===== config.mk =====
export PLATFORM = sky130hd
export DESIGN_NAME = conv_sched
export DESIGN_NICKNAME = d
export VERILOG_FILES = /design/src/rtl/conv_sched_pkg.sv /design/src/rtl/conv_rate_reg.sv /design/src/rtl/conv_period_timer.sv /design/src/rtl/conv_res_sel.sv /design/src/rtl/conv_seq_fsm.sv /design/src/rtl/conv_sched.sv
export SDC_FILE = /design/constraint.sdc
export NUM_CORES = 1
export LEC_CHECK = 0
export ABC_CLOCK_PERIOD_IN_PS = 3400
export CORE_MARGIN = 5
export CORE_UTILIZATION = 40
export CTS_BUF_LIST = sky130_fd_sc_hd__clkbuf_2 sky130_fd_sc_hd__clkbuf_4 sky130_fd_sc_hd__clkbuf_8
export DETAILED_ROUTE_END_ITERATION = 8
export DONT_BUFFER_PORTS = 1
export GPL_ROUTABILITY_DRIVEN = 0
export PLACE_DENSITY = 0.61
export SYNTH_ARGS = -nofsm -noshare
export SYNTH_HDL_FRONTEND = slang
export SYNTH_SLANG_ARGS = --single-unit

===== constraint.sdc =====
create_clock -name clk -period 3.4 [get_ports clk]
set_input_delay 0.17 -clock clk [delete_from_list [all_inputs] [get_ports clk]]
set_output_delay 0.17 -clock clk [all_outputs]
set_load 0.03 [all_outputs]

===== src/rtl/conv_sched_pkg.sv =====
// Package: shared constants and types for the conversion rate scheduler.
// Assumes rate codes fit in 4 bits and that code 9 aliases code 8.
package conv_sched_pkg;
    typedef enum logic [1:0] {
        ST_IDLE = 2'd0,
        ST_CONV = 2'd1,
        ST_WAIT = 2'd2
    } sched_state_t;

    localparam int unsigned CODE_W       = 4;
    localparam int unsigned MAX_CODE_I   = 9;
    localparam int unsigned FAST_SHIFT_I = 8;
    localparam logic [CODE_W-1:0] MAX_CODE   = 4'd9;
    localparam logic [CODE_W-1:0] EXT_MAX    = 4'd6;
    localparam logic [CODE_W-1:0] RESET_CODE = 4'd8;
endpackage


===== src/rtl/conv_rate_reg.sv =====
// Module: rate register. Holds the active rate nibble and refuses
// reserved codes. Assumes the write strobe is one cycle per write.
module conv_rate_reg
    import conv_sched_pkg::*;
(
    input  logic              clk,
    input  logic              rst_n,
    input  logic              we,
    input  logic [7:0]        wdata,
    output logic [CODE_W-1:0] code
);
    logic [CODE_W-1:0] nib;
    logic              legal;

    // Decode the low nibble and judge whether it is a usable rate.
    always_comb begin
        nib   = wdata[CODE_W-1:0];
        legal = (nib <= MAX_CODE);
    end

    // Register the nibble on a legal write; keep it otherwise.
    always_ff @(posedge clk) begin
        if (!rst_n)
            code <= RESET_CODE;
        else if (we && legal)
            code <= nib;
    end
endmodule


===== src/rtl/conv_period_timer.sv =====
// Module: period timer. Loads the tick count for the given code at each
// start and counts ticks down; 'due' marks that the period has run out
// (or runs out on this tick). Assumes TICK_HZ is a multiple of 16.
module conv_period_timer
    import conv_sched_pkg::*;
#(
    parameter int unsigned TICK_HZ = 64,
    localparam int unsigned SLOW_TICKS = TICK_HZ * 16,
    localparam int unsigned CNT_W = $clog2(SLOW_TICKS + 1)
) (
    input  logic              clk,
    input  logic              rst_n,
    input  logic              tick,
    input  logic              load,
    input  logic [CODE_W-1:0] code,
    output logic              due
);
    localparam logic [CNT_W-1:0] SLOW_P = CNT_W'(SLOW_TICKS);

    logic [CNT_W-1:0] per_tab [MAX_CODE_I+1];
    logic [CNT_W-1:0] period;
    logic [CNT_W-1:0] cnt;

    // One period constant per rate code, halving per step.
    for (genvar g = 0; g <= int'(MAX_CODE_I); g++) begin : g_per
        localparam int unsigned SH = (g > int'(FAST_SHIFT_I)) ? FAST_SHIFT_I : g;
        assign per_tab[g] = SLOW_P >> SH;
    end

    // Select the period of the requested code.
    always_comb begin
        period = per_tab[MAX_CODE_I];
        for (int i = 0; i <= int'(MAX_CODE_I); i++) begin
            if (code == CODE_W'(i))
                period = per_tab[i];
        end
    end

    // Reload at a start, otherwise count ticks down to zero.
    always_ff @(posedge clk) begin
        if (!rst_n)
            cnt <= '0;
        else if (load)
            cnt <= period;
        else if (tick && (cnt != '0))
            cnt <= cnt - 1'b1;
    end

    // Period is over, or is completed by the tick of this cycle.
    always_comb begin
        due = (cnt == '0) || ((cnt == CNT_W'(1)) && tick);
    end
endmodule


===== src/rtl/conv_res_sel.sv =====
// Module: resolution select. Latches the resolution for each conversion
// at its start; extended only when requested and the rate is slow enough.
module conv_res_sel
    import conv_sched_pkg::*;
(
    input  logic              clk,
    input  logic              rst_n,
    input  logic              load,
    input  logic              ext_req,
    input  logic [CODE_W-1:0] code,
    output logic              res_ext
);
    // Capture the permitted resolution at each start.
    always_ff @(posedge clk) begin
        if (!rst_n)
            res_ext <= 1'b0;
        else if (load)
            res_ext <= ext_req && (code <= EXT_MAX);
    end
endmodule


===== src/rtl/conv_seq_fsm.sv =====
// Module: conversion sequencer. Idle / converting / waiting-for-period
// state machine deciding when a start is issued. Assumes 'done' only
// matters while converting and 'due' comes from the period timer.
module conv_seq_fsm
    import conv_sched_pkg::*;
(
    input  logic clk,
    input  logic rst_n,
    input  logic run_stop,
    input  logic standby,
    input  logic one_shot,
    input  logic uvlo,
    input  logic done,
    input  logic due,
    output logic start_now,
    output logic start_q,
    output logic busy,
    output logic valid
);
    sched_state_t state, nxt;
    logic         auto_mode;
    logic         from_idle;
    logic         single_q;

    // Autonomous mode unless paused by either control.
    always_comb begin
        auto_mode = !run_stop && !standby;
    end

    // Next-state and start decision.
    always_comb begin
        nxt       = state;
        start_now = 1'b0;
        from_idle = 1'b0;
        unique case (state)
            ST_IDLE: begin
                if (!uvlo && (auto_mode || one_shot)) begin
                    start_now = 1'b1;
                    from_idle = 1'b1;
                    nxt       = ST_CONV;
                end
            end
            ST_CONV: begin
                if (done)
                    nxt = (auto_mode && !single_q) ? ST_WAIT : ST_IDLE;
            end
            ST_WAIT: begin
                if (!auto_mode) begin
                    nxt = ST_IDLE;
                end else if (due && !uvlo) begin
                    start_now = 1'b1;
                    nxt       = ST_CONV;
                end
            end
            default: nxt = ST_IDLE;
        endcase
    end

    // State, start strobe and single-conversion marker registers.
    always_ff @(posedge clk) begin
        if (!rst_n) begin
            state    <= ST_IDLE;
            start_q  <= 1'b0;
            single_q <= 1'b0;
        end else begin
            state   <= nxt;
            start_q <= start_now;
            if (start_now)
                single_q <= from_idle && !auto_mode;
        end
    end

    // Result-valid flag: cleared on a fresh start, set at completion.
    always_ff @(posedge clk) begin
        if (!rst_n)
            valid <= 1'b0;
        else if (start_now && from_idle)
            valid <= 1'b0;
        else if ((state == ST_CONV) && done)
            valid <= 1'b1;
    end

    // Busy reflects the converting state.
    always_comb begin
        busy = (state == ST_CONV);
    end
endmodule


===== src/rtl/conv_sched.sv =====
// Module: conversion rate scheduler top. Ties the rate register, period
// timer, resolution select and sequencer together. Assumes 'tick' is a
// one-cycle pulse at TICK_HZ and TICK_HZ is a multiple of 16.
module conv_sched
    import conv_sched_pkg::*;
#(
    parameter int unsigned TICK_HZ = 64
) (
    input  logic       clk,
    input  logic       rst_n,
    input  logic       tick,
    input  logic       rate_we,
    input  logic [7:0] rate_wdata,
    input  logic       run_stop,
    input  logic       standby,
    input  logic       one_shot,
    input  logic       ext_res_req,
    input  logic       uvlo,
    input  logic       conv_done,
    output logic       conv_start,
    output logic       res_ext,
    output logic       busy,
    output logic       data_valid,
    output logic [7:0] rate_code
);
    logic [CODE_W-1:0] code;
    logic              due;
    logic              start_now;

    conv_rate_reg u_rate (
        .clk   (clk),
        .rst_n (rst_n),
        .we    (rate_we),
        .wdata (rate_wdata),
        .code  (code)
    );

    conv_period_timer #(.TICK_HZ(TICK_HZ)) u_timer (
        .clk   (clk),
        .rst_n (rst_n),
        .tick  (tick),
        .load  (start_now),
        .code  (code),
        .due   (due)
    );

    conv_res_sel u_res (
        .clk     (clk),
        .rst_n   (rst_n),
        .load    (start_now),
        .ext_req (ext_res_req),
        .code    (code),
        .res_ext (res_ext)
    );

    conv_seq_fsm u_fsm (
        .clk       (clk),
        .rst_n     (rst_n),
        .run_stop  (run_stop),
        .standby   (standby),
        .one_shot  (one_shot),
        .uvlo      (uvlo),
        .done      (conv_done),
        .due       (due),
        .start_now (start_now),
        .start_q   (conv_start),
        .busy      (busy),
        .valid     (data_valid)
    );

    // Read-back: upper nibble always zero.
    always_comb begin
        rate_code = {4'h0, code};
    end
endmodule


==> metrics <==
Antenna Cells 0; Netlist Area Pre-Place approximately 1300 sq um; top-count cell post-synth dfxtp_1; arrival time worst endpoint 2.43 ns; RSZ-0062 raised after global routing no; detail-routed net length per standard cell 13.3 um; final core utilization about 44%; Clock Latency Late Sink approximately 0.30 ns; first-pass GRT wire length 4260 um; Vias/cell 5.41; setup bufs post-CTS 0; final-report hold violation count 0; largest net degree at the start of global routing 22; Slew Limit Fails 0; crit path capture u_timer.cnt[2]; DR DRC count 0; Initial DRC Count 33; Hold Buf Count CTS 3; Reg2Reg Setup Slack about 1.2 ns; crit path launch type flip-flop; MaxCap Viol Count 0; post-synth top area share 33.5%; power density over cell area between 500 and 600 nW/um^2; register bit count reported by yosys 21; Sink Count 21; CTS root buf clkbuf_4; Die W 66.0 um; yosys warns 0; fill count 299; CTS resizes 0; via count about 1100; CP Max Fanout 5; WL final 2620 um; final setup fails 0; area of the multi-input gates 773 sq um; Worst VDD drop roughly 0.00028 V; async set or reset register ratio after synthesis 0%; Syn Area/Cell 8.41 sq um; register area share after synthesis 33.5%; Die Y 66.0 um; EDFF count, synth 0; gr usage total 12.4%; post-detail-place hpwl 1950 um; most common library cells after synthesis 21 x dfxtp_1, 14 x nor2_1, 13 x nand2_1; P_leak ~0.00054 uW; Synth Area in Simple Gates a little under a third; P&R area growth vs syn 7.09%; Mapped Cells 149; worst clock skew between 0.009 and 0.01 ns; post-synthesis mux area share 6.39%; Worst R2R Start u_timer.cnt[0]; fin crit share between 60% and 70%; CTS tree yes; Fmax achieved 447 MHz; worst-case clock buffer depth 2; Worst Setup SP u_timer.cnt[0]; cells on worst reg2reg path 7; worst hold path type input pin to flip-flop; fin crit period between 2 and 2.5 ns; grt ovf 0; Worst-Margin Slew ~0.77 ns; top cell type by total area after synthesis dfxtp_1; IO Port Bufs 0; Worst setup EP type flip-flop; slowest stage cell on the critical path nor4b_1; CTS H-Tree Depth 1; Synth area leaders dfxtp_1 34%, mux2i_1 6.4%, nor2_1 4.2%, nand2_1 3.9%, o21ai_0 3.6%; fraction of the mapped netlist area in adder cells 2.99%; status finished, final reports clean; Initial Util 41.4%; initial antenna violation count 0; data required time of the worst path 3.59 ns; Synth Area in Compound Gates 18.2%; vias in the first global route 1039; crit-path cells inv_1, ha_1, nor4b_1, nand3_1, and3_1, xnor2_1, a21oi_1; router iterations before antenna repair 4; core area 3030 sq um; clk slew on worst S/H paths between 0.1 and 0.15 ns; CTS Buf Count 3; Slew HR a little under half; final setup TNS 0 ns; Synth Flop Type dfxtp_1; worst stage delay on the critical path 0.65 ns; antenna-violating nets left 0; xor and xnor fraction of the mapped netlist area 1.40%; layout cells sized above 1 under 10%; IO Pins 30; crit path kind flip-flop to flip-flop; Crit Reg-Reg Endpoint u_timer.cnt[2]; Net count, final 175; Yosys cell types 41; largest family of logic cells by synthesized area simple AND/OR/NAND/NOR gates; DIE AREA 4350 sq um; Rows 20; Register Area 420 sq um
-- cell families after synthesis --
group,Yosys count
buf+inv,13
flops,21
mux,8
xor+xnor,2
fa+ha+maj,3
simple gates,68
compound gates,33
other cells,1
-- critical path, delay by kind of cell (launching register included) --
family	cells	cell delay, ns
adders and majority gates	1	0.21
AOI/OAI and AO/OA	1	0.08
and+or+nand+nor	3	1.24
xor gates and xnor gates	1	0.14
DFF	1	0.35
buffers and inverters	1	0.11
-- state kept, by name (all words and copies together), names as in the netlist --
| name | cells |
|---|---|
| u_fsm.state | 2 |
| u_timer.cnt | 11 |
| u_fsm.single_q | 1 |
| u_res.res_ext | 1 |
| u_fsm.valid | 1 |
| u_fsm.start_q | 1 |
| u_rate.code | 4 |
-- layout make-up --
type | count | share of cell area (%)
Timing Repair Buffer | 5 | 3.54
Tap cell | 44 | 4.10
Inverter | 5 | 1.40
Clock buffer | 3 | 1.68
Sequential cell | 21 | 31.3
Multi-Input combinational cell | 118 | 57.6
Clock inverter | 1 | 0.373
-- metrics by stage --
step | area (sq um) | std cells | hold slack (ns) | setup WS [ns] | total power, uW
floorplan | 1260 | 152 | 0.278 | 1.53 | 573
global placement | 1270 | 189 | 0.237 | 1.26 | 610
detailed placement | 1270 | 189 | 0.237 | 1.22 | 620
CTS | 1330 | 196 | 0.00286 | 1.19 | 746
global route | 1340 | 197 | 0.00986 | 0.904 | 802
finish | 1340 | 197 | 0.0197 | 1.16 | 741
-- worst min-delay path by stage --
stage / start / end / slack [ns] / depth (start not counted)
floorplan: tick / u_timer.cnt[1] / 0.28 / 1
global placement: rst_n / u_rate.code[3] / 0.24 / 1
detailed placement: rst_n / u_rate.code[3] / 0.24 / 1
CTS: rst_n / u_fsm.state[0] / 0.003 / 2
global route: rst_n / u_timer.cnt[0] / 0.01 / 2
finish: rst_n / u_timer.cnt[0] / 0.02 / 2
-- layer usage --
| metal | global-route usage [%] | share of wire (%) |
|---|---|---|
| met2 | 21.3 | 49 |
| met5 | 0 | 0 |
| met4 | 4.82 | 0.72 |
| met1 | 14.3 | 45 |
| met3 | 3.91 | 5.1 |
-- cells in the final DEF (no fill, tap or decap), drive strengths merged --
master	instances
a2111o	1
a21boi	3
a21oi	7
a311oi	2
a31oi	1
and2	1
and3	1
buf	1
clkbuf	3
clkinv	1
conb	4
dfxtp	21
dlygate4sd3	4
ha	3
inv	5
mux2i	8
nand2	13
nand2b	3
nand3	6
nand4	1
nand4bb	2
nor2	14
nor2b	7
nor3	6
nor3b	1
nor4	3
nor4b	3
o211a	4
o21a	2
o21ai	9
o21ba	1
o311ai	2
o31ai	1
or2	1
or3	3
or3b	1
or4	1
or4b	1
xnor2	2
-- power by group --
part | leakage [uW] | total (uW) | internal, uW | switching, uW
combinational | 0.000346 | 298 | 133 | 165
sequential | 0.000172 | 325 | 278 | 47.0
clock | 0.0000177 | 118 | 43.8 | 74.4
(Power assumes the default switching activity.)
